<file path="src/rtl/tsv_pkg.sv">
package tsv_pkg;
  typedef enum logic {ST_IDLE = 1'b0, ST_RUN = 1'b1} solve_state_t;

  function automatic int sel_bits(input int sw);
    return (sw <= 1) ? 1 : $clog2(sw);
  endfunction
endpackage

</file>
<file path="src/rtl/tsv_repair_solver.sv">
module tsv_repair_solver
  import tsv_pkg::*;
#(
  parameter int N_SIG = 8,
  parameter int N_VIA = 10,
  parameter int SW    = 3,
  parameter int SEL_W = 2,
  parameter int IDX_W = 3,
  parameter int VIA_W = 4
) (
  input  logic                         clk,
  input  logic                         rst_n,
  input  logic                         load_i,
  input  logic [N_VIA-1:0]             fault_i,
  output logic [N_SIG-1:0][SEL_W-1:0]  cfg_o,
  output logic [N_VIA-1:0]             map_o,
  output logic                         done_o,
  output logic                         ok_o,
  output logic                         busy_o,
  output logic                         step_hit_o,
  output logic [VIA_W-1:0]             step_via_o
);
  localparam int LAST = N_SIG - 1;

  solve_state_t             state_q;
  logic [IDX_W-1:0]         idx_q;
  logic [VIA_W:0]           floor_q;
  logic [N_VIA-1:0]         flt_q;
  logic [N_SIG-1:0][SEL_W-1:0] work_q, work_nx;
  logic [SEL_W-1:0]         step_sel;

  // lowest healthy via in the window of signal idx, at or above floor
  function automatic logic [VIA_W:0] pick_via(input logic [N_VIA-1:0] flt,
                                              input int idx, input int flo);
    logic found;
    logic [VIA_W-1:0] via;
    found = 1'b0;
    via   = '0;
    for (int v = 0; v < N_VIA; v++) begin
      if (!found && v >= idx && v >= flo && v <= idx + SW - 1 && !flt[v]) begin
        found = 1'b1;
        via   = VIA_W'(v);
      end
    end
    return {found, via};
  endfunction

  logic [VIA_W:0] pick;
  assign pick       = pick_via(flt_q, int'(idx_q), int'(floor_q));
  assign step_hit_o = pick[VIA_W];
  assign step_via_o = pick[VIA_W-1:0];
  assign step_sel   = SEL_W'(int'(step_via_o) - int'(idx_q));
  assign busy_o     = (state_q == ST_RUN);

  always_comb begin
    work_nx        = work_q;
    work_nx[idx_q] = step_sel;
  end

  always_ff @(posedge clk) begin
    if (!rst_n) begin
      state_q <= ST_IDLE;
      idx_q   <= '0;
      floor_q <= '0;
      flt_q   <= '0;
      work_q  <= '0;
      cfg_o   <= '0;
      map_o   <= '0;
      done_o  <= 1'b0;
      ok_o    <= 1'b0;
    end else begin
      done_o <= 1'b0;
      case (state_q)
        ST_IDLE: begin
          if (load_i) begin
            state_q <= ST_RUN;
            idx_q   <= '0;
            floor_q <= '0;
            flt_q   <= fault_i;
          end
        end
        ST_RUN: begin
          if (step_hit_o) begin
            work_q  <= work_nx;
            floor_q <= (VIA_W+1)'(int'(step_via_o) + 1);
            if (int'(idx_q) == LAST) begin
              cfg_o   <= work_nx;
              map_o   <= flt_q;
              done_o  <= 1'b1;
              ok_o    <= 1'b1;
              state_q <= ST_IDLE;
            end else begin
              idx_q <= idx_q + 1'b1;
            end
          end else begin
            done_o  <= 1'b1;
            ok_o    <= 1'b0;
            state_q <= ST_IDLE;
          end
        end
        default: state_q <= ST_IDLE;
      endcase
    end
  end

  p_done_pulse_r6: assert property (@(posedge clk) disable iff (!rst_n)
    done_o |=> !done_o);

  p_cfg_hold_r7: assert property (@(posedge clk) disable iff (!rst_n)
    !(done_o && ok_o) |-> $stable(cfg_o));

  p_map_hold_r5: assert property (@(posedge clk) disable iff (!rst_n)
    !(done_o && ok_o) |-> $stable(map_o));

  p_step_window_r3: assert property (@(posedge clk) disable iff (!rst_n)
    (busy_o && step_hit_o) |-> (int'(step_via_o) >= int'(idx_q) &&
      int'(step_via_o) <= int'(idx_q) + SW - 1 && !flt_q[step_via_o]));

  p_step_order_r4: assert property (@(posedge clk) disable iff (!rst_n)
    (busy_o && step_hit_o) |-> (int'(step_via_o) >= int'(floor_q)));
endmodule

</file>
<file path="src/rtl/tsv_tx_route.sv">
module tsv_tx_route #(
  parameter int N_SIG = 8,
  parameter int N_VIA = 10,
  parameter int SW    = 3,
  parameter int SEL_W = 2
) (
  input  logic                         clk,
  input  logic                         rst_n,
  input  logic [N_SIG-1:0]             data_i,
  input  logic [N_SIG-1:0][SEL_W-1:0]  cfg_i,
  input  logic [N_VIA-1:0]             map_i,
  output logic [N_VIA-1:0]             via_o
);
  for (genvar v = 0; v < N_VIA; v++) begin : g_via
    always_comb begin
      via_o[v] = 1'b0;
      for (int i = 0; i < N_SIG; i++) begin
        if (v >= i && v <= i + SW - 1 && (i + int'(cfg_i[i])) == v)
          via_o[v] = data_i[i];
      end
    end
  end

  p_fault_low_r8: assert property (@(posedge clk) disable iff (!rst_n)
    (via_o & map_i) == '0);
endmodule

</file>
<file path="src/rtl/tsv_rx_route.sv">
module tsv_rx_route #(
  parameter int N_SIG = 8,
  parameter int N_VIA = 10,
  parameter int SEL_W = 2
) (
  input  logic [N_VIA-1:0]             via_i,
  input  logic [N_SIG-1:0][SEL_W-1:0]  cfg_i,
  output logic [N_SIG-1:0]             data_o
);
  for (genvar i = 0; i < N_SIG; i++) begin : g_sig
    always_comb begin
      data_o[i] = 1'b0;
      for (int v = 0; v < N_VIA; v++) begin
        if ((i + int'(cfg_i[i])) == v) data_o[i] = via_i[v];
      end
    end
  end
endmodule

</file>
<file path="src/rtl/tsv_shift_router.sv">
module tsv_shift_router
  import tsv_pkg::*;
#(
  parameter int N_SIG = 8,
  parameter int N_VIA = 10,
  parameter int SW    = 3,
  localparam int SEL_W = sel_bits(SW),
  localparam int IDX_W = (N_SIG <= 1) ? 1 : $clog2(N_SIG),
  localparam int VIA_W = (N_VIA <= 1) ? 1 : $clog2(N_VIA)
) (
  input  logic                     clk,
  input  logic                     rst_n,
  input  logic                     load,
  input  logic [N_VIA-1:0]         fault_map,
  input  logic [N_SIG-1:0]         tx_data,
  output logic [N_VIA-1:0]         via_out,
  input  logic [N_VIA-1:0]         via_in,
  output logic [N_SIG-1:0]         rx_data,
  output logic                     repair_done,
  output logic                     repair_ok,
  output logic [N_SIG*SEL_W-1:0]   cfg_sel
);
  logic [N_SIG-1:0][SEL_W-1:0] cfg_w;
  logic [N_VIA-1:0]            map_w;
  logic                        busy_w, hit_w;
  logic [VIA_W-1:0]            via_w;

  tsv_repair_solver #(.N_SIG(N_SIG), .N_VIA(N_VIA), .SW(SW), .SEL_W(SEL_W),
                      .IDX_W(IDX_W), .VIA_W(VIA_W)) u_solver (
    .clk(clk), .rst_n(rst_n), .load_i(load), .fault_i(fault_map),
    .cfg_o(cfg_w), .map_o(map_w), .done_o(repair_done), .ok_o(repair_ok),
    .busy_o(busy_w), .step_hit_o(hit_w), .step_via_o(via_w));

  tsv_tx_route #(.N_SIG(N_SIG), .N_VIA(N_VIA), .SW(SW), .SEL_W(SEL_W)) u_tx (
    .clk(clk), .rst_n(rst_n), .data_i(tx_data), .cfg_i(cfg_w), .map_i(map_w),
    .via_o(via_out));

  tsv_rx_route #(.N_SIG(N_SIG), .N_VIA(N_VIA), .SEL_W(SEL_W)) u_rx (
    .via_i(via_in), .cfg_i(cfg_w), .data_o(rx_data));

  assign cfg_sel = cfg_w;

  // committed routing is legal: offsets in window, vias strictly ascending
  function automatic logic cfg_legal(input logic [N_SIG-1:0][SEL_W-1:0] c);
    logic ok;
    ok = 1'b1;
    for (int i = 0; i < N_SIG; i++) begin
      if (int'(c[i]) > SW - 1 || i + int'(c[i]) > N_VIA - 1) ok = 1'b0;
      if (i > 0 && (i + int'(c[i])) <= (i - 1 + int'(c[i-1]))) ok = 1'b0;
    end
    return ok;
  endfunction

  p_cfg_legal_r3: assert property (@(posedge clk) disable iff (!rst_n)
    cfg_legal(cfg_w));

  p_load_ignored_r7: assert property (@(posedge clk) disable iff (!rst_n)
    (busy_w && load) |=> (busy_w || repair_done));

  p_tx_count_r8: assert property (@(posedge clk) disable iff (!rst_n)
    $countones(via_out) == $countones(tx_data));
endmodule

</file>
<file path="config.mk">
export PLATFORM = sky130hd
export DESIGN_NAME = tsv_shift_router
export DESIGN_NICKNAME = d
export VERILOG_FILES = /design/src/rtl/tsv_pkg.sv /design/src/rtl/tsv_repair_solver.sv /design/src/rtl/tsv_tx_route.sv /design/src/rtl/tsv_rx_route.sv /design/src/rtl/tsv_shift_router.sv
export SDC_FILE = /design/constraint.sdc
export NUM_CORES = 1
export LEC_CHECK = 0
export CAP_MARGIN = 30
export CORE_ASPECT_RATIO = 1.2
export CORE_MARGIN = 4
export CORE_UTILIZATION = 60
export CTS_CLUSTER_DIAMETER = 60
export CTS_CLUSTER_SIZE = 30
export DETAILED_ROUTE_END_ITERATION = 8
export DONT_BUFFER_PORTS = 1
export PLACE_DENSITY = 0.76
export SETUP_SLACK_MARGIN = 0.1
export SYNTH_ARGS = -nofsm -noshare
export SYNTH_HDL_FRONTEND = slang
export SYNTH_SLANG_ARGS = --single-unit
</file>
<file path="constraint.sdc">
create_clock -name clk -period 4.5 [get_ports clk]
set_input_delay 0.45 -clock clk [delete_from_list [all_inputs] [get_ports clk]]
set_output_delay 0.45 -clock clk [all_outputs]
set_load 0.02 [all_outputs]
</file>
==> impl_metrics.env, run 1 <==
export IMPL_outcome="finished clean"
export IMPL_worstPathMaxFanout=11
export IMPL_min_delay_path_class="in2reg"
export IMPL_avgSynthCellArea_um2=8.24
export IMPL_critPathMaxStageDelay_ns=0.45
export IMPL_power_density_cell_area_nw_per_um2=285
export IMPL_fp_dieH_um=93.2
export IMPL_yosys_area_top_type="dfxtp_1"
export IMPL_postCtsSetupRepairBufs=0
export IMPL_critical_path_endpoint_type="flop"
export IMPL_synth_largest_type_area_fraction_pct=29.2
export IMPL_p_int_uw=701
export IMPL_postPlaceCellArea_um2=3650
export IMPL_cts_num_sinks=53
export IMPL_gp_congestion=0.974
export IMPL_synthFlopType="dfxtp_1"
export IMPL_total_leakage_power_uw=0.00144
export IMPL_antenna_cells_inserted=0
export IMPL_required_ns=4.74
export IMPL_fin_area_um2=3740
export IMPL_fp_dieW_um=79.0
export IMPL_fill_cells=549
export IMPL_critical_path_most_common_cell="nand2_1"
export IMPL_seqPwrFrac_pct=46.5
export IMPL_grt_antenna_before_repair=0
export IMPL_top_signal_layer_used="met4"
export IMPL_met3_length_um=681
export IMPL_grt_setup_unrepaired="no"
export IMPL_postSynthRegisterBits=53
export IMPL_setup_violations=0
export IMPL_final_antenna_net_count=0
export IMPL_ios=67
export IMPL_synth_top_cells_by_area="dfxtp_1 29%, nand2_1 7.2%, mux2i_1 6.9%, mux4_2 4.3%, a21oi_1 4.3%"
export IMPL_cp_start_kind="flop"
export IMPL_rows=30
export IMPL_route_vias_total=3190
export IMPL_cts_inserted_buffers=5
export IMPL_first_global_vias=2954
export IMPL_critical_path_buf_inv_count=2
export IMPL_fin_setup_tns_ns=0
export IMPL_grt_overflow=0
export IMPL_design_core_area_um2=5780
export IMPL_worst_ir_drop_vdd_uv=174
export IMPL_clock_path_buffers=2
export IMPL_drc=0
export IMPL_htree_levels=2
export IMPL_met1Wirelength_mm=3.47
export IMPL_worst_setup_hold_path_clk_slew_ns=0.11
export IMPL_worst_endpoint_arrival_ns=4.29
export IMPL_postSynthNetCount=482
export IMPL_final_number_of_max_transition_violations=0
export IMPL_drive_above_1_share_pct=9.30
export IMPL_timing_worst_setup_path_type="reg2reg"
export IMPL_slowest_stage_cell_on_the_critical_path="or3_1"
export IMPL_yosysSeqAreaShare_pct=29.2
export IMPL_final_net_count=470
export IMPL_timing_final_crit_period_ns=4.05
export IMPL_post_synth_instance_area_um2=3630
export IMPL_ctsRootBufferMaster="clkbuf_8"
export IMPL_maxCapViolCount=0
export IMPL_synth_edff_count=0
export IMPL_globalRouteTotalUtil_pct=23.4
export IMPL_syn2layout_area_growth_pct=3.10
export IMPL_switching_share_pct=34.3
export IMPL_drt_first_iter_violations=216
export IMPL_detailedPlacementHpwl_mm=6.40
export IMPL_placement_io_buffers=0
export IMPL_wirelength_mm=8.62
export IMPL_worst_path_dominant_cell_family="simple AND/OR/NAND/NOR gates"
export IMPL_cts_hold_buffers=0
export IMPL_switching_power_uw=365
export IMPL_clock_skew_final_ns=0.0116
export IMPL_worstMarginPinSlew_ns=0.864
export IMPL_cts_tree="yes"
export IMPL_yosysWarningCount=0
export IMPL_synth_most_common_cell="nand2_1"
export IMPL_synthesis_instances=441
export IMPL_avgRoutedWirePerCell_um=16.9
export IMPL_clock_power_share_pct=26.4
export IMPL_grt_pass1_wl_mm=14.0
export IMPL_ctsResizeCount=0
export IMPL_timing_hold_violations_final=0
export IMPL_floorplan_initialDensity_pct=62.8
export IMPL_clock_fmax_mhz=247
export IMPL_relSlewSlack_pct=42.0
export IMPL_crit_path_cell_trace="inv_1 > ha_1 > and4b_1 > or3_1 > nor4_2 > nand2_1 > and3b_1 > o311ai_1 > nand2_1 > inv_1 > ha_1 > xor2_1 > nand2_1 > mux2_1 > or2_1 > o21bai_1"
export IMPL_grt_start_max_net_pins=43
export IMPL_via_per_inst=6.25
export IMPL_synth_async_reset_ratio_pct=0
export IMPL_worstSkewPairLatency_ns=0.31
export IMPL_most_frequent_cells_after_synthesis="70 x nand2_1, 53 x dfxtp_1, 31 x a21oi_1"
export IMPL_die_area_um2=7370
export IMPL_met2_length_mm=4.31
export IMPL_detail_route_first_pass_iterations=4
export IMPL_combPwrFrac_pct=27.1
export IMPL_finalCritPeriodShare_pct=90.0
export IMPL_number_of_distinct_library_cell_variants_in_the_gate_level_netlist_after_synthesis=74
-- state kept, by name, indices dropped and copies added, names as in the netlist --
name and count:
u_solver.busy_o 1, u_solver.floor_q 5, u_solver.ok_o 1, u_solver.flt_q 10, u_solver.idx_q 3, u_solver.done_o 1
u_solver.work_q 16, u_solver.cfg_o 16
-- area by class of cell --
| type | instances | area (µm²) | share of cell area (%) |
|---|---|---|---|
| multi-input cells | 351 | 2390 | 63.7 |
| flip-flops and latches | 53 | 1060 | 28.3 |
| well taps | 80 | 100 | 2.67 |
| clock buffers | 5 | 68.8 | 1.84 |
| repair buffers | 9 | 67.6 | 1.80 |
| inverters | 9 | 33.8 | 0.902 |
| clock inverters | 3 | 26.3 | 0.702 |
-- layout by cell type (no fill, tap or decap), drive strengths merged, types with 3 or more instances in the layout --
cell type / count
nand2: 70
dfxtp: 53
a21oi: 31
nor2: 30
mux2i: 25
o21ai: 23
nand3: 20
nor3: 15
nor2b: 12
ha: 10
buf: 9
o211ai: 9
inv: 9
o21bai: 7
mux4: 7
nand2b: 6
nor4bb: 6
and3: 5
a211o: 5
clkbuf: 5
and3b: 4
a211oi: 4
o22ai: 4
nor4: 4
and4b: 3
or3: 3
nor3b: 3
o31ai: 3
xor2: 3
mux2: 3
-- worst paths after layout --
check	start	to	slack, ns	cells past startpoint
max	u_solver.idx_q[0]	u_solver.cfg_o[13]	0.45	16
min	rst_n	u_solver.busy_o	0.26	1
max reg2reg	u_solver.idx_q[0]	u_solver.cfg_o[13]	0.45	16
min reg2reg	u_solver.flt_q[1]	u_solver.flt_q[1]	0.46	2
-- cells by family (layout without fill, tap and decap cells) --
logic type	after synthesis	after routing	synth area share [%]
flip-flops	53	53	29.2
adder cells (fa/ha/maj)	11	11	3.72
buffers and inverters	37	26	5.06
multiplexers	35	35	12.2
XOR/XNOR	5	5	1.41
AO/OA/AOI/OAI	108	108	21.0
AND/OR/NAND/NOR	192	192	27.4
-- per-layer routing --
| metal | track usage [%] | vias up |
|---|---|---|
| met5 | 0 | - |
| met4 | 8.60 | 0 |
| met3 | 4.62 | 15 |
| met2 | 40.4 | 119 |
| met1 | 28.7 | 1469 |
| li1 | - | 1587 |
-- power groups by stage --
stage	Clock (µW)	Sequential [µW]	Combinational [µW]
finish	282	495	289
global route	306	497	317
CTS	286	495	287
detailed placement	0	506	286
global placement	0	506	283
floorplan	0	504	237
-- worst reg2reg max path, cell delays in order (launching register included) --
cell and delay (ns):
dfxtp_1 0.36, inv_1 0.13, ha_1 0.33, and4b_1 0.23, or3_1 0.45, nor4_2 0.37, nand2_1 0.15, and3b_1 0.20
o311ai_1 0.25, nand2_1 0.13, inv_1 0.07, ha_1 0.14, xor2_1 0.17, nand2_1 0.07, mux2_1 0.44, or2_1 0.34
o21bai_1 0.15
-- stage by stage --
stage	total power, µW	hold slack (ns)	utilization, %	setup WS (ns)	std cells
global route	1120	0.260	64.8	0.130	510
floorplan	740	0.432	-	0.661	441
detailed placement	792	0.452	63.1	0.457	502
CTS	1070	0.250	64.8	0.448	510
global placement	789	0.444	63.1	0.587	502
finish	1070	0.257	64.8	0.448	510
Note: power is estimated with default switching activity, not from simulation.
==> run 2: changes to the inputs <==
--- a/config.mk
+++ b/config.mk
@@ -15,6 +15,7 @@
 export DONT_BUFFER_PORTS = 1
 export PLACE_DENSITY = 0.76
 export SETUP_SLACK_MARGIN = 0.1
+export SKIP_LAST_GASP = 1
 export SYNTH_ARGS = -nofsm -noshare
 export SYNTH_HDL_FRONTEND = slang
 export SYNTH_SLANG_ARGS = --single-unit
==> constraint.sdc (replaced) <==
create_clock -name clk -period 4.5 [get_ports clk]
set_input_delay 0.45 -clock clk [delete_from_list [all_inputs] [get_ports clk]]
set_output_delay 0.45 -clock clk [all_outputs]
set_load 0.05 [all_outputs]
==> impl_metrics.env, run 2 (synthesis results as in run 1) <==
export IMPL_layout_setup_ws_ns=0.408
export IMPL_cts_num_sinks=53
export IMPL_grt_pass1_wl_mm=14.1
export IMPL_commonest_cells_after_routing_fill_and_taps_aside="70 x nand2_1, 52 x dfxtp_1, 31 x a21oi_1, 29 x nor2_1, 25 x mux2i_1"
export IMPL_detail_route_first_pass_iterations=4
export IMPL_gp_congestion=0.932
export IMPL_postPlaceCellArea_um2=3660
export IMPL_layout_top_registers="u_solver.cfg_o (16), u_solver.work_q (16), u_solver.flt_q (10)"
export IMPL_first_global_vias=2996
export IMPL_detailedPlacementHpwl_mm=6.66
export IMPL_drive_above_1_share_pct=9.74
export IMPL_setup_violations=0
export IMPL_min_delay_path_class="in2reg"
export IMPL_cts_tree="yes"
export IMPL_final_net_count=471
export IMPL_fin_setup_tns_ns=0
export IMPL_grt_antenna_before_repair=0
export IMPL_worstSkewPairLatency_ns=0.31
export IMPL_worst_r2r_setup_slack_ns=0.41
export IMPL_drc=0
export IMPL_timing_hold_violations_final=0
export IMPL_worstPathMaxFanout=11
export IMPL_wirelength_mm=8.77
export IMPL_ctsRootBufferMaster="clkbuf_8"
export IMPL_route_vias_total=3266
export IMPL_htree_levels=2
export IMPL_antenna_cells_inserted=0
export IMPL_power_density_cell_area_nw_per_um2=289
export IMPL_final_antenna_net_count=0
export IMPL_timing_final_crit_period_ns=4.09
export IMPL_clock_skew_final_ns=0.00959
export IMPL_cts_hold_buffers=0
export IMPL_syn2layout_area_growth_pct=3.58
export IMPL_final_number_of_max_transition_violations=0
export IMPL_fp_dieH_um=93.2
export IMPL_finalCritPeriodShare_pct=90.9
export IMPL_drt_first_iter_violations=177
export IMPL_grt_start_max_net_pins=43
export IMPL_place_worst_setup_slack_ns=0.454
export IMPL_worst_case_reg_to_reg_path_depth=16
export IMPL_grt_overflow=0
export IMPL_grt_setup_unrepaired="no"
export IMPL_critical_path_endpoint_type="flop"
export IMPL_relSlewSlack_pct=35.9
export IMPL_via_per_inst=6.39
export IMPL_ios=67
export IMPL_timing_worst_setup_path_type="reg2reg"
export IMPL_avgRoutedWirePerCell_um=17.2
export IMPL_cts_inserted_buffers=5
export IMPL_cp_start_kind="flop"
export IMPL_globalRouteTotalUtil_pct=23.6
export IMPL_worst_ir_drop_vdd_uv=238
export IMPL_fp_dieW_um=79.0
export IMPL_worstMarginPinSlew_ns=0.955
export IMPL_mostFrequentLayoutCell="nand2_1"
export IMPL_clock_fmax_mhz=244
export IMPL_floorplan_initialDensity_pct=62.8
export IMPL_total_power_uw=1090
export IMPL_total_leakage_power_uw=0.00145
export IMPL_design_core_area_um2=5780
export IMPL_worst_setup_hold_path_clk_slew_ns=0.11
export IMPL_worst_endpoint_arrival_ns=4.33
export IMPL_placement_io_buffers=0
export IMPL_rows=30
export IMPL_required_ns=4.74
export IMPL_fin_area_um2=3760
export IMPL_outcome="finished clean"
export IMPL_clock_path_buffers=2
export IMPL_hold_path_depth=2
export IMPL_die_area_um2=7370
export IMPL_maxCapViolCount=0
run 2: what timing repair did:
item	in CTS	in global routing
setup buffers	0	0
resized for setup	0	3
setup endpoints to repair	0	4
run 2: final timing paths:
check | startpoint | to
worst max-delay path | u_solver.idx_q[0] | u_solver.cfg_o[13]
worst min-delay path | fault_map[3] | u_solver.flt_q[3]
worst max register to register | u_solver.idx_q[0] | u_solver.cfg_o[13]
worst min register to register | u_solver.flt_q[1] | u_solver.flt_q[1]
run 2: final cells by class:
cell class | instances | area, µm²
clock buffer | 5 | 68.8
inverter | 9 | 33.8
multi-input combinational | 351 | 2400
timing repair buffer | 10 | 75.1
sequential | 53 | 1060
fill | 532 | 2020
tap | 80 | 100
clock inverter | 3 | 25.0
run 2: stage by stage:
stage / utilization (%) / cells / hold WS [ns]
2_1_floorplan: - / 441 / 0.432
3_3_place_gp: 63.3 / 503 / 0.445
3_5_place_dp: 63.3 / 503 / 0.450
4_1_cts: 64.9 / 511 / 0.257
5_1_grt: 65.1 / 511 / 0.255
6_report: 65.1 / 511 / 0.265
run 2: routing by layer:
metal  global-route usage [%]  share of wire (%)  vias up
met2                     41.9                 50      120
met5                        0                  0        -
met3                     2.70                5.7       17
met1                     28.7                 41     1544
li1                         -                  -     1585
met4                     9.89                3.0        0
run 2: report_power, final:
group          internal [µW]  total [µW]  switching, µW
logic                    109         312            203
clock network            113         279            167
registers                483         496           13.4
total                    704        1090            383
run 2: critical path: stages, from the launching register on:
cell and delay, ns:
dfxtp_1 0.36, inv_1 0.12, ha_1 0.32, and4b_1 0.23, or3_1 0.47, nor4_4 0.34, nand2_1 0.16, and3b_1 0.22
o311ai_1 0.28, nand2_1 0.14, inv_1 0.07, ha_1 0.15, xor2_1 0.17, nand2_1 0.06, mux2_1 0.45, or2_1 0.34
o21bai_1 0.16
==> run 3: changes to the inputs <==
--- a/config.mk
+++ b/config.mk
@@ -9,12 +9,14 @@
 export CORE_ASPECT_RATIO = 1.2
 export CORE_MARGIN = 4
 export CORE_UTILIZATION = 60
+export CTS_BUF_LIST = sky130_fd_sc_hd__clkbuf_8
 export CTS_CLUSTER_DIAMETER = 60
 export CTS_CLUSTER_SIZE = 30
 export DETAILED_ROUTE_END_ITERATION = 8
 export DONT_BUFFER_PORTS = 1
-export PLACE_DENSITY = 0.76
+export PLACE_DENSITY_LB_ADDON = 0.2
 export SETUP_SLACK_MARGIN = 0.1
+export SKIP_CTS_REPAIR_TIMING = 1
 export SKIP_LAST_GASP = 1
 export SYNTH_ARGS = -nofsm -noshare
 export SYNTH_HDL_FRONTEND = slang
==> impl_metrics.env, run 3 (synthesis results as in run 1) <==
export IMPL_floorplan_initialDensity_pct=62.8
export IMPL_mostFrequentLayoutCell="nand2_1"
export IMPL_worst_setup_hold_path_clk_slew_ns=0.10
export IMPL_grt_start_max_net_pins=43
export IMPL_fill_cells=540
export IMPL_multiInputGateArea_um2=2390
export IMPL_timing_final_crit_period_ns=3.98
export IMPL_drt_first_iter_violations=206
export IMPL_clock_fmax_mhz=252
export IMPL_worst_endpoint_arrival_ns=4.21
export IMPL_critical_path_endpoint_type="flop"
export IMPL_cp_start_kind="flop"
export IMPL_grt_pass1_wl_mm=13.9
export IMPL_met2_usage_pct=43.8
export IMPL_worst_case_reg_to_reg_path_depth=16
export IMPL_clock_path_buffers=2
export IMPL_critical_path_most_common_cell="nand2_1"
export IMPL_worst_path_dominant_cell_family="simple AND/OR/NAND/NOR gates"
export IMPL_timing_critical_path_depth=16
export IMPL_power_density_cell_area_nw_per_um2=289
export IMPL_final_antenna_net_count=0
export IMPL_wirelength_mm=8.72
export IMPL_critical_path_buf_inv_count=2
export IMPL_timing_hold_violations_final=0
export IMPL_utilization_pct=64.9
export IMPL_slowest_stage_cell_on_the_critical_path="or3_1"
export IMPL_required_ns=4.74
export IMPL_syn2layout_area_growth_pct=3.27
export IMPL_grt_overflow=0
export IMPL_global_route_usage_met1_pct=27.4
export IMPL_worstSkewPairLatency_ns=0.31
export IMPL_clock_skew_final_ns=0.00704
export IMPL_grt_met3_usage_pct=2.70
export IMPL_relSlewSlack_pct=36.2
export IMPL_die_area_um2=7370
export IMPL_fp_dieW_um=79.0
export IMPL_antenna_cells_inserted=0
export IMPL_drc=0
export IMPL_cts_num_sinks=53
export IMPL_rows=30
export IMPL_worstPathMaxFanout=11
export IMPL_grt_setup_unrepaired="no"
export IMPL_maxCapViolCount=0
export IMPL_detailedPlacementHpwl_mm=6.52
export IMPL_area_sequential_um2=1060
export IMPL_placement_io_buffers=0
export IMPL_avgRoutedWirePerCell_um=17.1
export IMPL_global_route_peak_usage_layer="met2"
export IMPL_via_per_inst=6.26
export IMPL_ios=67
export IMPL_first_global_vias=2951
export IMPL_critPathMaxStageDelay_ns=0.45
export IMPL_gp_congestion=0.906
export IMPL_setup_violations=0
export IMPL_route_vias_total=3198
export IMPL_commonest_cells_after_routing_fill_and_taps_aside="70 x nand2_1, 53 x dfxtp_1, 31 x a21oi_1, 29 x nor2_1, 25 x mux2i_1"
export IMPL_crit_path_cell_trace="inv_1 > ha_1 > and4b_1 > or3_1 > nor4_2 > nand2_1 > and3b_1 > o311ai_1 > nand2_1 > inv_1 > ha_1 > xor2_1 > nand2_1 > mux2_2 > or2_1 > o21bai_1"
export IMPL_outcome="finished clean"
export IMPL_cts_tree="yes"
export IMPL_layout_top_registers="u_solver.cfg_o (16), u_solver.work_q (16), u_solver.flt_q (10)"
export IMPL_cts_inserted_buffers=5
export IMPL_timing_worst_setup_path_type="reg2reg"
export IMPL_finalCritPeriodShare_pct=88.3
export IMPL_hold_path_depth=2
export IMPL_grt_antenna_before_repair=0
export IMPL_worstMarginPinSlew_ns=0.951
export IMPL_total_leakage_power_uw=0.00145
export IMPL_globalRouteTotalUtil_pct=23.4
export IMPL_drive_above_1_share_pct=9.74
export IMPL_design_core_area_um2=5780
export IMPL_fin_setup_tns_ns=0
export IMPL_fp_dieH_um=93.2
export IMPL_htree_levels=2
export IMPL_min_delay_path_class="in2reg"
export IMPL_final_number_of_max_transition_violations=0
export IMPL_final_net_count=471
export IMPL_worst_ir_drop_vdd_uv=186
export IMPL_ctsRootBufferMaster="clkbuf_8"
export IMPL_detail_route_first_pass_iterations=5
-- run 3: cell counts in the layout (fill, tap and decap cells not counted) --
No cell type changed its count.
-- run 3: layout make-up --
| class | instances | share of cell area (%) |
|---|---|---|
| well taps | 80 | 2.67 |
| clock inverters | 3 | 0.667 |
| flip-flops and latches | 53 | 28.3 |
| multi-input cells | 351 | 63.6 |
| repair buffers | 10 | 2.00 |
| clock buffers | 5 | 1.83 |
| inverters | 9 | 0.901 |
-- run 3: power breakdown --
part	internal, µW	switching, µW
clock	113	167
combinational	107	201
sequential	483	12.8
total	702	381
-- run 3: worst paths after layout --
check,startpoint,to,slack (ns)
max,u_solver.idx_q[0],u_solver.cfg_o[15],0.52
min,fault_map[5],u_solver.flt_q[5],0.27
max reg2reg,u_solver.idx_q[0],u_solver.cfg_o[15],0.52
min reg2reg,u_solver.flt_q[5],u_solver.flt_q[5],0.46
-- run 3: layer usage --
| metal | vias to the layer above | wire length, µm | share of wire (%) |
|---|---|---|---|
| li1 | 1577 | - | - |
| met4 | 0 | 116 | 1.3 |
| met1 | 1511 | 3680 | 42 |
| met2 | 102 | 4450 | 51 |
| met5 | - | 0 | 0 |
| met3 | 8 | 472 | 5.4 |
-- run 3: per-stage QoR --
step	std cells	power, µW	area, µm²	hold WS (ns)	setup slack (ns)
after floorplan	441	758	3630	0.432	0.661
after global placement	503	811	3660	0.442	0.583
after detailed placement	503	812	3660	0.448	0.463
after CTS	511	1090	3750	0.258	0.434
after global routing	511	1140	3750	0.260	0.202
final	511	1080	3750	0.265	0.525
